## src/rtl/mc_seq_ctrl_pkg.sv

```systemverilog
package mc_seq_ctrl_pkg;

    localparam int OPC_W = 6;
    localparam int ST_W  = 4;

    localparam logic [OPC_W-1:0] OPC_REG  = 6'b000000;
    localparam logic [OPC_W-1:0] OPC_JMP  = 6'b000010;
    localparam logic [OPC_W-1:0] OPC_BEQ  = 6'b000100;
    localparam logic [OPC_W-1:0] OPC_LOAD = 6'b100011;
    localparam logic [OPC_W-1:0] OPC_STOR = 6'b101011;

    typedef enum logic [ST_W-1:0] {
        ST_FETCH  = 4'd0,
        ST_DECODE = 4'd1,
        ST_ADDR   = 4'd2,
        ST_LDRD   = 4'd3,
        ST_LDWB   = 4'd4,
        ST_STWR   = 4'd5,
        ST_REXE   = 4'd6,
        ST_RDONE  = 4'd7,
        ST_BRANCH = 4'd8,
        ST_JUMP   = 4'd9
    } state_e;

    typedef struct packed {
        logic       pc_wr;
        logic       pc_wr_cond;
        logic       mem_addr_sel;
        logic       mem_rd;
        logic       mem_wr;
        logic       instr_ld;
        logic       wb_from_mem;
        logic [1:0] pc_src;
        logic [1:0] alu_op;
        logic       alu_a_sel;
        logic [1:0] alu_b_sel;
        logic       rf_wr;
        logic       rf_dst_sel;
    } ctl_t;

    typedef struct packed {
        state_e state;
    } seq_regs_t;

endpackage

```

## src/rtl/mc_seq_next.sv

```systemverilog
module mc_seq_next
    import mc_seq_ctrl_pkg::*;
(
    input  state_e           cur,
    input  logic [OPC_W-1:0] opcode,
    output state_e           nxt
);

    always_comb begin
        nxt = ST_FETCH;
        case (cur)
            ST_FETCH: nxt = ST_DECODE;
            ST_DECODE: begin
                case (opcode)
                    OPC_LOAD, OPC_STOR: nxt = ST_ADDR;
                    OPC_REG:            nxt = ST_REXE;
                    OPC_BEQ:            nxt = ST_BRANCH;
                    OPC_JMP:            nxt = ST_JUMP;
                    default:            nxt = ST_FETCH;
                endcase
            end
            ST_ADDR: begin
                if (opcode == OPC_LOAD)      nxt = ST_LDRD;
                else if (opcode == OPC_STOR) nxt = ST_STWR;
                else                         nxt = ST_FETCH;
            end
            ST_LDRD: nxt = ST_LDWB;
            ST_REXE: nxt = ST_RDONE;
            default: nxt = ST_FETCH;
        endcase
    end

endmodule

```

## src/rtl/mc_seq_outdec.sv

```systemverilog
module mc_seq_outdec
    import mc_seq_ctrl_pkg::*;
(
    input  state_e cur,
    output ctl_t   ctl
);

    always_comb begin
        ctl = '0;
        case (cur)
            ST_FETCH: begin
                ctl.mem_rd    = 1'b1;
                ctl.instr_ld  = 1'b1;
                ctl.pc_wr     = 1'b1;
                ctl.alu_b_sel = 2'b01;
            end
            ST_DECODE: ctl.alu_b_sel = 2'b11;
            ST_ADDR: begin
                ctl.alu_a_sel = 1'b1;
                ctl.alu_b_sel = 2'b10;
            end
            ST_LDRD: begin
                ctl.mem_rd       = 1'b1;
                ctl.mem_addr_sel = 1'b1;
            end
            ST_LDWB: begin
                ctl.rf_wr       = 1'b1;
                ctl.wb_from_mem = 1'b1;
            end
            ST_STWR: begin
                ctl.mem_wr       = 1'b1;
                ctl.mem_addr_sel = 1'b1;
            end
            ST_REXE: begin
                ctl.alu_a_sel = 1'b1;
                ctl.alu_op    = 2'b10;
            end
            ST_RDONE: begin
                ctl.rf_wr      = 1'b1;
                ctl.rf_dst_sel = 1'b1;
            end
            ST_BRANCH: begin
                ctl.alu_a_sel  = 1'b1;
                ctl.alu_op     = 2'b01;
                ctl.pc_wr_cond = 1'b1;
                ctl.pc_src     = 2'b01;
            end
            ST_JUMP: begin
                ctl.pc_wr  = 1'b1;
                ctl.pc_src = 2'b10;
            end
            default: ctl = '0;
        endcase
    end

endmodule

```

## src/rtl/mc_seq_ctrl.sv

```systemverilog
module mc_seq_ctrl
    import mc_seq_ctrl_pkg::*;
(
    input  logic             clk,
    input  logic             rst,
    input  logic [OPC_W-1:0] opcode,
    output logic             pc_wr,
    output logic             pc_wr_cond,
    output logic             mem_addr_sel,
    output logic             mem_rd,
    output logic             mem_wr,
    output logic             instr_ld,
    output logic             wb_from_mem,
    output logic [1:0]       pc_src,
    output logic [1:0]       alu_op,
    output logic             alu_a_sel,
    output logic [1:0]       alu_b_sel,
    output logic             rf_wr,
    output logic             rf_dst_sel
);

    seq_regs_t regs_d, regs_q;
    state_e    nxt_state;
    ctl_t      ctl;

    mc_seq_next next_i (
        .cur    (regs_q.state),
        .opcode (opcode),
        .nxt    (nxt_state)
    );

    mc_seq_outdec dec_i (
        .cur (regs_q.state),
        .ctl (ctl)
    );

    always_comb begin
        regs_d       = regs_q;
        regs_d.state = nxt_state;
        if (rst) regs_d.state = ST_FETCH;
    end

    always_ff @(posedge clk) begin
        regs_q <= regs_d;
    end

    assign pc_wr        = ctl.pc_wr;
    assign pc_wr_cond   = ctl.pc_wr_cond;
    assign mem_addr_sel = ctl.mem_addr_sel;
    assign mem_rd       = ctl.mem_rd;
    assign mem_wr       = ctl.mem_wr;
    assign instr_ld     = ctl.instr_ld;
    assign wb_from_mem  = ctl.wb_from_mem;
    assign pc_src       = ctl.pc_src;
    assign alu_op       = ctl.alu_op;
    assign alu_a_sel    = ctl.alu_a_sel;
    assign alu_b_sel    = ctl.alu_b_sel;
    assign rf_wr        = ctl.rf_wr;
    assign rf_dst_sel   = ctl.rf_dst_sel;

endmodule

```

## config.mk

```make
export PLATFORM = sky130hd
export DESIGN_NAME = mc_seq_ctrl
export DESIGN_NICKNAME = d
export VERILOG_FILES = /design/src/rtl/mc_seq_ctrl_pkg.sv /design/src/rtl/mc_seq_next.sv /design/src/rtl/mc_seq_outdec.sv /design/src/rtl/mc_seq_ctrl.sv
export SDC_FILE = /design/constraint.sdc
export NUM_CORES = 1
export LEC_CHECK = 0
export CAP_MARGIN = 20
export CELL_PAD_IN_SITES_DETAIL_PLACEMENT = 1
export CELL_PAD_IN_SITES_GLOBAL_PLACEMENT = 2
export CORE_MARGIN = 4
export CORE_UTILIZATION = 21
export DETAILED_ROUTE_END_ITERATION = 16
export GPL_ROUTABILITY_DRIVEN = 0
export PLACE_DENSITY = 0.83
export SLEW_MARGIN = 20
export SYNTH_ARGS = -nofsm -noshare
export SYNTH_HDL_FRONTEND = slang
export SYNTH_HIERARCHICAL = 1
export SYNTH_SLANG_ARGS = --single-unit
```

## constraint.sdc

```tcl
create_clock -name clk -period 1.4 [get_ports clk]
set_input_delay 0.35 -clock clk [delete_from_list [all_inputs] [get_ports clk]]
set_output_delay 0.35 -clock clk [all_outputs]
set_load 0.005 [all_outputs]
```

After elaboration in Yosys (flattened, before gate mapping)
Index checks and enable logic that the tools add are counted.
{ "classes": {"n_reduce_logical": 8, "eq_ne": 13, "n_mux": 17} }
{ "ops": {"columns": ["op", "count"], "rows": [
  ["case mux 4 bit (5 select lines)", 1],
  ["equality test 4 x 3 -> 1 bit, second input constant", 4],
  ["case mux 4 bit (4 select lines)", 1],
  ["equality test 6 bit, second input constant", 2],
  ["two-way mux 1 bit", 10],
  ["OR reduction 2 bit", 5],
  ["equality test 4 x 2 -> 1 bit, second input constant", 2],
  ["equality test 4 bit, second input constant", 2],
  ["case mux 2 bit (2 select lines)", 2],
  ["equality test 6 x 2 -> 1 bit, second input constant", 1],
  ["equality test 6 x 3 -> 1 bit, second input constant", 1],
  ["logical NOT 6 bit", 1],
  ["case mux 2 bit (3 select lines)", 1],
  ["equality test 4 x 1 -> 1 bit, second input constant", 1],
  ["logical NOT 4 bit", 1],
  ["two-way mux 4 bit", 1],
  ["two-way mux 3 bit", 1],
  ["OR reduction 3 bit", 1]
]} }
{ "word_totals": {"ff_bits": 4, "wordCells": 39} }

Longest topological paths before layout
Gate-level depths: netlist of the first run.
{ "logic_depth": {"word_depth": 4, "depth_mapped": 4} }

Hierarchy
Netlist of the first run, hierarchy kept.
{ "by_module_without_submodules": {"columns": ["module", "cells_each", "area_per_inst_um2", "n_inst"], "rows": [
  ["mc_seq_outdec", 26, 207.7, 1],
  ["mc_seq_next", 24, 173.9, 1],
  ["mc_seq_ctrl", 8, 105.1, 1]
]} }

Least setup slack after synthesis of the first run
Ideal clock, no wire load.
{ "synth_path": {"path_type": "reg2out", "startpoint": "register regs_q[2]", "endpoint": "output pc_src[0]", "slack_ps": 21, "arrival_time_ps": 1029, "stages_incl_launch_ff": 4, "required_time_ps": 1050, "path_buffers": 2, "path_cell_list": "dfxtp_1 > buf_6 > nor4b_2 > buf_4"} }
{ "synth_via": {"elab_chain_len": 2, "elab_cells_between_ends": 3, "classes_between": "2 x eq/ne; 1 x mux"} }
{ "synth_lines": {"columns": ["item", "line_no", "source"], "rows": [
  ["start: declaration", "mc_seq_ctrl.sv:22", "seq_regs_t regs_d, regs_q;"],
  ["start signal: assignment", "mc_seq_ctrl.sv:44", "regs_q <= regs_d;"],
  ["equality test 4 bit", "mc_seq_outdec.sv:10", "case (cur)"],
  ["case mux 2 bit (2 select lines) (*)", "mc_seq_outdec.sv:10", null],
  ["end: declaration", "mc_seq_ctrl.sv:14", "output logic [1:0] pc_src,"]
]} }
Every way passes the cells marked *; elsewhere a longest branch is shown, timed or not.

Worst setup path after layout of the first run
{ "layout_path": {"startpoint": "register regs_q[1]", "endpoint": "output alu_b_sel[1]"} }
{ "layout_via": {"elab_chain_len": 2, "elab_cells_between_ends": 4, "classes_between": "2 x eq/ne; 1 x mux; 1 x reduce/logical"} }
{ "layout_lines": {"columns": ["item", "line_no", "source"], "rows": [
  ["equality test 4 x 2 -> 1 bit, or another cell as far along", "mc_seq_outdec.sv:10", null],
  ["case mux 2 bit (3 select lines) (*)", "mc_seq_outdec.sv:10", null],
  ["end: declaration", "mc_seq_ctrl.sv:17", "output logic [1:0] alu_b_sel,"]
]} }
Marks and branches as above.

==> results of run 1 <==
[layer usage]
| metal | track usage [%] | share of wire [%] | vias to the layer above |
|---|---|---|---|
| met5 | 0 | 0 | - |
| met4 | 6.10 | 2.4 | 0 |
| met1 | 14.0 | 37 | 320 |
| met3 | 1.16 | 5.8 | 6 |
| met2 | 27.9 | 54 | 29 |
| li1 | - | - | 320 |
[cells in the final DEF, fill, tap and decap left out, types with 3 or more instances in the layout]
master / count
nor2_1: 4
buf_2: 14
clkbuf_4: 3
buf_4: 13
nor2b_1: 4
nor3_2: 4
dfxtp_4: 4
buf_6: 22
dlygate4sd2_1: 4
clkdlybuf4s50_1: 3
[power by group through the flow]
stage | registers [mW] | logic (mW) | clock network, mW
6_report | 0.119 | 0.161 | 0.146
3_3_place_gp | 0.127 | 0.121 | 0
5_1_grt | 0.120 | 0.175 | 0.160
2_1_floorplan | 0.124 | 0.0521 | 0
4_1_cts | 0.120 | 0.154 | 0.146
3_5_place_dp | 0.127 | 0.127 | 0
[what timing repair did]
| item | 4_1_cts | 5_1_grt |
|---|---|---|
| setup buffers | 14 | 1 |
| gates resized for setup | 114 | 4 |
| cloned | 0 | 0 |
| hold buffers | 0 | 0 |
| pin swaps | 14 | 8 |
| setup endpoints to repair | 20 | 19 |
[critical path, stage by stage (launching register included)]
cell and delay, ns:
dfxtp_4 0.37, buf_12 0.13, xor2_4 0.18, nor3b_2 0.17, buf_2 0.13
[metrics by stage]
step                      setup slack, ns  TNS [ns]  instances
after detailed placement           -0.437     -7.13        123
after global placement             -0.378     -5.99        123
final                              -0.174     -1.93        140
after floorplan                    0.0214         0         58
after CTS                          -0.178     -2.00        139
after global routing               -0.226     -3.01        140
[how the worst max path moves through the flow]
stage | start | to | slack (ns) | depth (start not counted)
4_1_cts | regs_q[0]$_SDFF_PP0_ | alu_op[0] | -0.18 | 4
6_report | regs_q[1]$_SDFF_PP0_ | alu_b_sel[1] | -0.17 | 4
3_3_place_gp | regs_q[1]$_SDFF_PP0_ | alu_b_sel[1] | -0.38 | 3
5_1_grt | regs_q[1]$_SDFF_PP0_ | alu_b_sel[1] | -0.23 | 4
3_5_place_dp | regs_q[1]$_SDFF_PP0_ | instr_ld | -0.44 | 3
2_1_floorplan | regs_q[2]$_SDFF_PP0_ | pc_src[0] | 0.02 | 3
[kinds of logic after synthesis]
group	Yosys count	synth area share, %
simple gates	36	52.2
compound gates	7	11.6
buf+inv	7	11.1
xor+xnor	4	8.74
flops	4	16.5
[final cells by class]
class | instances | share of cell area [%]
sequential | 4 | 8.45
tap | 28 | 3.11
timing repair buffer | 57 | 44.5
multi-input combinational | 47 | 41.6
clock buffer | 3 | 2.00
inverter | 1 | 0.334
==> metrics.cfg, run 1 <==
[clocking]
cts_tree = yes
clkLatencyLatePin_ns = 0.24
numCtsBuffers = 3
cts_max_path_buffers = 2
cts_root_buffer = clkbuf_4
clock_sinks = 4
cts_htree_levels = 1
clkTransAtPathRegs_ns = 0.04

[cells_and_area]
design.final.nets = 122
antennaDiodeCount = 0
reg_top3 = regs_q: 4 flops
top_register = regs_q
multiInputGateArea_um2 = 468
layout-drive-gt1-share_pct = 70.5
fin_util_pct = 50.8
largest_register_ffs = 4
syn_to_final_growth_pct = 131
design_area_um2 = 1120
regArea_um2 = 95.1
fillers = 260

[drt]
drcViolationCount = 0
ant_nets = 0
post_drt_wl_per_cell_um = 15.1
wirelength_um = 2120
viasPerCell = 4.82
dr.pass1.iters = 2
vias = 675
drt_iter0_markers = 5

[global_route]
grt_usage_pct = 13.9
grt_pass1_wl_um = 3480
antenna_found_initial = 0
grt_pass1_vias = 731
grt_max_degree = 7
overflow = 0

[floorplanning]
io_pins = 24
rows = 17
die_w_um = 56.1
die_h_um = 56.1
core_um2 = 2210
die_area_um2 = 3150
initial_utilization_pct = 22.0

[yosys]
synthCells = 58
yosysTopAreaCell = dfxtp_1
synth-seq-cells = 4
synth.distinct_cells = 32
async_flop_share_pct = 0
synth_top_area_share_pct = 16.5
synth_commonest_cells = nor3_1 (6), dfxtp_1 (4), nor2_1 (4), nor2b_1 (4), nor3b_1 (4)
synth_most_common_cell = nor3_1
synth_warnings = 6
synth-edff-count = 0
synthFlopType = dfxtp_1
syn-cell-area_um2 = 487
avgSynthCellArea_um2 = 8.39
synth_area_leaders = dfxtp_1 (16%), nor3_1 (6.2%), nor3b_1 (6.2%)
synthesis.nets = 66
ys_seq_area_share_pct = 16.5

[worst_setup_path]
reg2reg_depth = 6
path_max_fanout = 5
cp_data_arrival_time_ns = 1.22
r2r-start = regs_q[1]$_SDFF_PP0_
worst_r2r_endpoint = regs_q[1]$_SDFF_PP0_
required_ns = 1.05
cp-start-kind = register
critical_path_class = reg -> out
rrSetupSlack_ns = -0.02
end_kind = output port

[run]
cap_violations = 0

[power_and_ir_drop]
powerDensity_nw_per_um2 = 379
pwr-share-clk_pct = 34.2
power_mw = 0.426
switchingPower_mw = 0.121
comb_power_share_pct = 37.8
vdd_drop_max_v = 0.000254
p_int_mw = 0.305
p_seq_share_pct = 27.9
power_switching_share_pct = 28.5
p_leak_nw = 0.512

[min_path]
min_to = regs_q[0]$_SDFF_PP0_
min_delay_path_depth = 3
hp-start = regs_q[3]$_SDFF_PP0_
worstHoldPathType = reg -> reg

[outcome]
violations = negative setup slack
status = finished with violations

[place]
dp_hpwl_um = 1340
port_buffers = 23
dpl-instance-area_um2 = 852

[timing]
setup_ws_ns = -0.174
worstMarginPinSlew_ns = 0.321
period_needed_ns = 1.57
fmax_mhz = 635
slew_headroom_pct = 78.4
hold_viol_final = 0
slew_viol_final = 0
fin_crit_sh_pct = 112
fin_skew_ns = 0.00681
finalSetupViolCount = 19
rsz0062_at_grt = true
whs_ns = 0.719

Note: power is estimated with default switching activity, not from simulation.
==> run 2: changes to the inputs <==
CORE_ASPECT_RATIO = 0.9   (was unset)
==> metrics.cfg, run 2 (synthesis results as in run 1) <==
[outcome]
status = finished with violations
violations = negative setup slack

[min_path]
min_delay_path_depth = 2
min_to = regs_q[2]$_SDFF_PP0_
worstHoldPathType = in -> reg
hp-start = rst

[place]
dpl-instance-area_um2 = 828
port_buffers = 23
dp_slack_ns = -0.374
dp_hpwl_um = 1190

[drt]
drcViolationCount = 0
ant_nets = 0
post_drt_wl_per_cell_um = 13.9
dr.pass1.iters = 2
vias = 642
drt_iter0_markers = 3
viasPerCell = 4.65
wirelength_um = 1920

[clocking]
cts_tree = yes
cts_root_buffer = clkbuf_4
cts_hold_buf = 0
cts_max_path_buffers = 2
cts_htree_levels = 1
clock_sinks = 4
numCtsBuffers = 3
clkLatencyLatePin_ns = 0.23
clkTransAtPathRegs_ns = 0.04

[cells_and_area]
layout-drive-gt1-share_pct = 70.3
design.final.nets = 121
final_common_cell = buf_6
antennaDiodeCount = 0
syn_to_final_growth_pct = 127
design_area_um2 = 1110
largest_register_ffs = 4
final_cell_mix = buf_6 (19), buf_4 (15), buf_2 (13)
top_register = regs_q
reg_top3 = regs_q: 4 flops
fin_util_pct = 50.2

[worst_setup_path]
crit_path_max_incr_delay_ns = 0.35
rrSetupSlack_ns = -0.11
critical_path_class = reg -> out
critPathMostFrequentCell = buf_6
required_ns = 1.05
cp_top_family = buffers and inverters
cp-start-kind = register
slowest_stage = dfxtp_4
cp_num_buf_inv = 4
end_kind = output port
worst_r2r_endpoint = regs_q[1]$_SDFF_PP0_
reg2reg_depth = 7
cp_cell_sequence = nor4b_4 -> buf_4 -> buf_6 -> buf_6 -> buf_6
path_max_fanout = 4
cp_data_arrival_time_ns = 1.28
r2r-start = regs_q[0]$_SDFF_PP0_

[floorplanning]
initial_utilization_pct = 22.1
die_area_um2 = 3150
io_pins = 24
die_h_um = 53.7
die_w_um = 58.7
rows = 16
core_um2 = 2200

[timing]
hold_viol_final = 0
tns_ns = -2.38
setup_ws_ns = -0.232
worstMarginPinSlew_ns = 0.302
slew_headroom_pct = 79.7
slew_viol_final = 0
rsz0062_at_grt = true
finalSetupViolCount = 18
fin_skew_ns = 0.00147
period_needed_ns = 1.63
fin_crit_sh_pct = 117
fmax_mhz = 613

[global_route]
grt_max_degree = 8
overflow = 0
grt_pass1_vias = 692
grt_pass1_wl_um = 2930
antenna_found_initial = 0
grt_usage_pct = 11.7

[power_and_ir_drop]
vdd_drop_max_v = 0.000228
p_leak_nw = 0.505
powerDensity_nw_per_um2 = 374

[run]
cap_violations = 0

==> run 2: what timing repair did <==
item                                    4_1_cts  5_1_grt
endpoints found under the setup margin       20       19
setup buffers                                12        4
endpoints found under the hold margin         0        0
pin swaps                                    15        7
gates resized for setup                     102        8
==> run 2: how the worst max path moves through the flow <==
| stage | depth (start not counted) | start | to | slack [ns] |
|---|---|---|---|---|
| after floorplan | 3 | regs_q[2]$_SDFF_PP0_ | pc_src[0] | 0.02 |
| after detailed placement | 5 | opcode[0] | regs_q[0]$_SDFF_PP0_ | -0.37 |
| after global placement | 5 | opcode[0] | regs_q[0]$_SDFF_PP0_ | -0.35 |
| after global routing | 5 | regs_q[1]$_SDFF_PP0_ | alu_op[0] | -0.29 |
| final | 5 | regs_q[2]$_SDFF_PP0_ | alu_op[0] | -0.23 |
| after CTS | 5 | regs_q[1]$_SDFF_PP0_ | alu_op[0] | -0.23 |
==> run 2: cell type report <==
class / count / area, um2
fill: 249 / 1100
timing repair buffer: 56 / 485
multi-input combinational: 47 / 465
sequential: 4 / 95.1
tap: 27 / 33.8
clock buffer: 3 / 22.5
inverter: 1 / 3.75
==> run 2: worst register-to-register path, stage by stage, from the launching register on <==
cell	delay, ns
dfxtp_4	0.37
buf_6	0.13
buf_6	0.12
buf_6	0.12
and2b_2	0.22
a32oi_2	0.21
o22ai_1	0.11
nor2b_1	0.13
==> run 2: per-layer routing <==
| metal | track usage, % | part of all wire (%) | up-vias |
|---|---|---|---|
| li1 | - | - | 314 |
| met4 | 3.40 | 0 | 0 |
| met2 | 25.0 | 56 | 21 |
| met5 | 0 | 0 | - |
| met3 | 0.240 | 5.5 | 0 |
| met1 | 12.3 | 39 | 307 |
==> run 2: stage by stage <==
stage          total power, mW  hold slack, ns  cells
6_report                 0.413           0.738    138
5_1_grt                  0.435           0.758    138
4_1_cts                  0.408           0.743    134
3_5_place_dp             0.254           0.847    119
3_3_place_gp             0.252           0.832    119
2_1_floorplan            0.176           0.422     58
==> run 2: report_power, final <==
part	total (mW)	internal, mW	switching [mW]
logic	0.157	0.0962	0.0610
registers	0.121	0.112	0.00854
clock network	0.135	0.0954	0.0398
total	0.413	0.304	0.109
==> run 3: changes to the inputs <==
CORE_UTILIZATION = 31   (was 21)
DONT_BUFFER_PORTS = 1   (was unset)
PLACE_DENSITY = 0.79   (was 0.83)
SLEW_MARGIN = unset   (was 20)
==> metrics.cfg, run 3 (synthesis results as in run 1) <==
[timing]
fmax_mhz = 654
period_needed_ns = 1.53
whs_ns = 0.173
fin_skew_ns = 0.00214
hold_viol_final = 0
setup_ws_ns = -0.130
slew_headroom_pct = 78.6
rsz0062_at_grt = true
fin_crit_sh_pct = 109
slew_viol_final = 0
finalSetupViolCount = 9
worstMarginPinSlew_ns = 0.318

[cells_and_area]
design.final.nets = 78
reg_top3 = regs_q: 4 flops
final_cell_mix = buf_4 (10), nor2b_1 (4), nor3b_2 (4), nor2_1 (4), dfxtp_4 (4)
syn_to_final_growth_pct = 45.2
top_register = regs_q
final_common_cell = buf_4
largest_register_ffs = 4
layout-drive-gt1-share_pct = 58.8
fin_cells = 83
antennaDiodeCount = 0

[place]
dp_slack_ns = -0.00995
port_buffers = 0
dp_hpwl_um = 1030
place_inst = 76

[min_path]
min_delay_path_depth = 1
worstHoldPathType = in -> reg
min_to = regs_q[2]$_SDFF_PP0_
hp-start = rst

[power_and_ir_drop]
power_mw = 0.348
powerDensity_nw_per_um2 = 492
vdd_drop_max_v = 0.000206
p_leak_nw = 0.272

[worst_setup_path]
critical_path_class = reg -> out
cp-start-kind = register
cp_cell_sequence = buf_12 -> xor2_4 -> nor3_1
slowest_stage = dfxtp_4
r2r-start = regs_q[1]$_SDFF_PP0_
cp_num_buf_inv = 1
end_kind = output port
path_max_fanout = 5
crit_path_max_incr_delay_ns = 0.36
critical_path_cell_count = 3
rrSetupSlack_ns = 0.07
worst_r2r_endpoint = regs_q[1]$_SDFF_PP0_
reg2reg_depth = 5
cp_top_family = flip-flops
cp_data_arrival_time_ns = 1.18
required_ns = 1.05

[floorplanning]
die_h_um = 45.6
io_pins = 24
die_area_um2 = 2270
initial_utilization_pct = 33.2
core_um2 = 1460
die_w_um = 49.8
rows = 13

[drt]
wirelength_um = 1470
dr.pass1.iters = 4
post_drt_wl_per_cell_um = 17.7
vias = 466
viasPerCell = 5.61
drcViolationCount = 0
drt_iter0_markers = 4
ant_nets = 0

[clocking]
cts_max_path_buffers = 2
cts_tree = yes
clkTransAtPathRegs_ns = 0.04
numCtsBuffers = 3
cts_root_buffer = clkbuf_4
clkLatencyLatePin_ns = 0.23
cts_hold_buf = 0
clock_sinks = 4
cts_htree_levels = 1

[global_route]
grt_pass1_vias = 480
grt_max_degree = 13
grt_usage_pct = 14.0
antenna_found_initial = 0
overflow = 0
grt_pass1_wl_um = 2350

[outcome]
status = finished with violations
violations = negative setup slack

[run]
cap_violations = 0

run 3: cell count changes in the layout (fill, tap and decap cells not counted), sizes merged:
cell           previous run  this run
clkdlybuf4s50             3         0
buf                      48        13
dlygate4sd2               5         0
run 3: worst max-delay path by stage:
stage,end,slack [ns],startpoint
5_1_grt,alu_b_sel[1],-0.16,regs_q[1]$_SDFF_PP0_
3_3_place_gp,regs_q[2]$_SDFF_PP0_,0.05,regs_q[0]$_SDFF_PP0_
2_1_floorplan,pc_src[0],0.02,regs_q[2]$_SDFF_PP0_
6_report,mem_rd,-0.13,regs_q[1]$_SDFF_PP0_
3_5_place_dp,regs_q[1]$_SDFF_PP0_,-0.01,regs_q[0]$_SDFF_PP0_
4_1_cts,alu_b_sel[1],-0.08,regs_q[1]$_SDFF_PP0_
run 3: through the flow:
step | instance area (um2) | TNS (ns) | utilization (%)
2_1_floorplan | 487 | 0 | -
3_3_place_gp | 536 | 0 | 36.6
3_5_place_dp | 536 | -0.00995 | 36.6
4_1_cts | 626 | -0.557 | 42.7
5_1_grt | 707 | -1.11 | 48.3
6_report | 707 | -0.533 | 48.3
run 3: timing repair:
item                                    CTS  global route
buffers inserted                          2             2
endpoints found under the setup margin   19            17
gates resized for setup                  13            13
endpoints found under the hold margin     0             0
pin swaps                                 1             2
run 3: metal layers:
metal  wire [um]  vias to the layer above  GRT usage (%)
li1            -                      228              -
met1         613                      223           15.7
met2         783                       15           26.1
met3          73                        0           2.30
met4           0                        0           6.63
met5           0                        -              0
run 3: power breakdown:
group          internal, mW  switching (mW)
clock                0.0963          0.0529
sequential            0.112          0.0129
combinational        0.0402          0.0336
total                 0.248          0.0994
run 3: area by class of cell:
cell class	instances	area, um2
tap	15	18.8
inverter	1	3.75
clock buffer	3	22.5
fill	177	757
timing repair buffer	13	118
sequential	4	95.1
multi-input combinational	47	449
run 3: worst reg2reg max path, cell delays in order (launching register included):
cell     delay (ns)
dfxtp_4        0.38
buf_4          0.13
and2b_2        0.24
o21ai_0        0.23
o22ai_1        0.11
nor2b_1        0.14
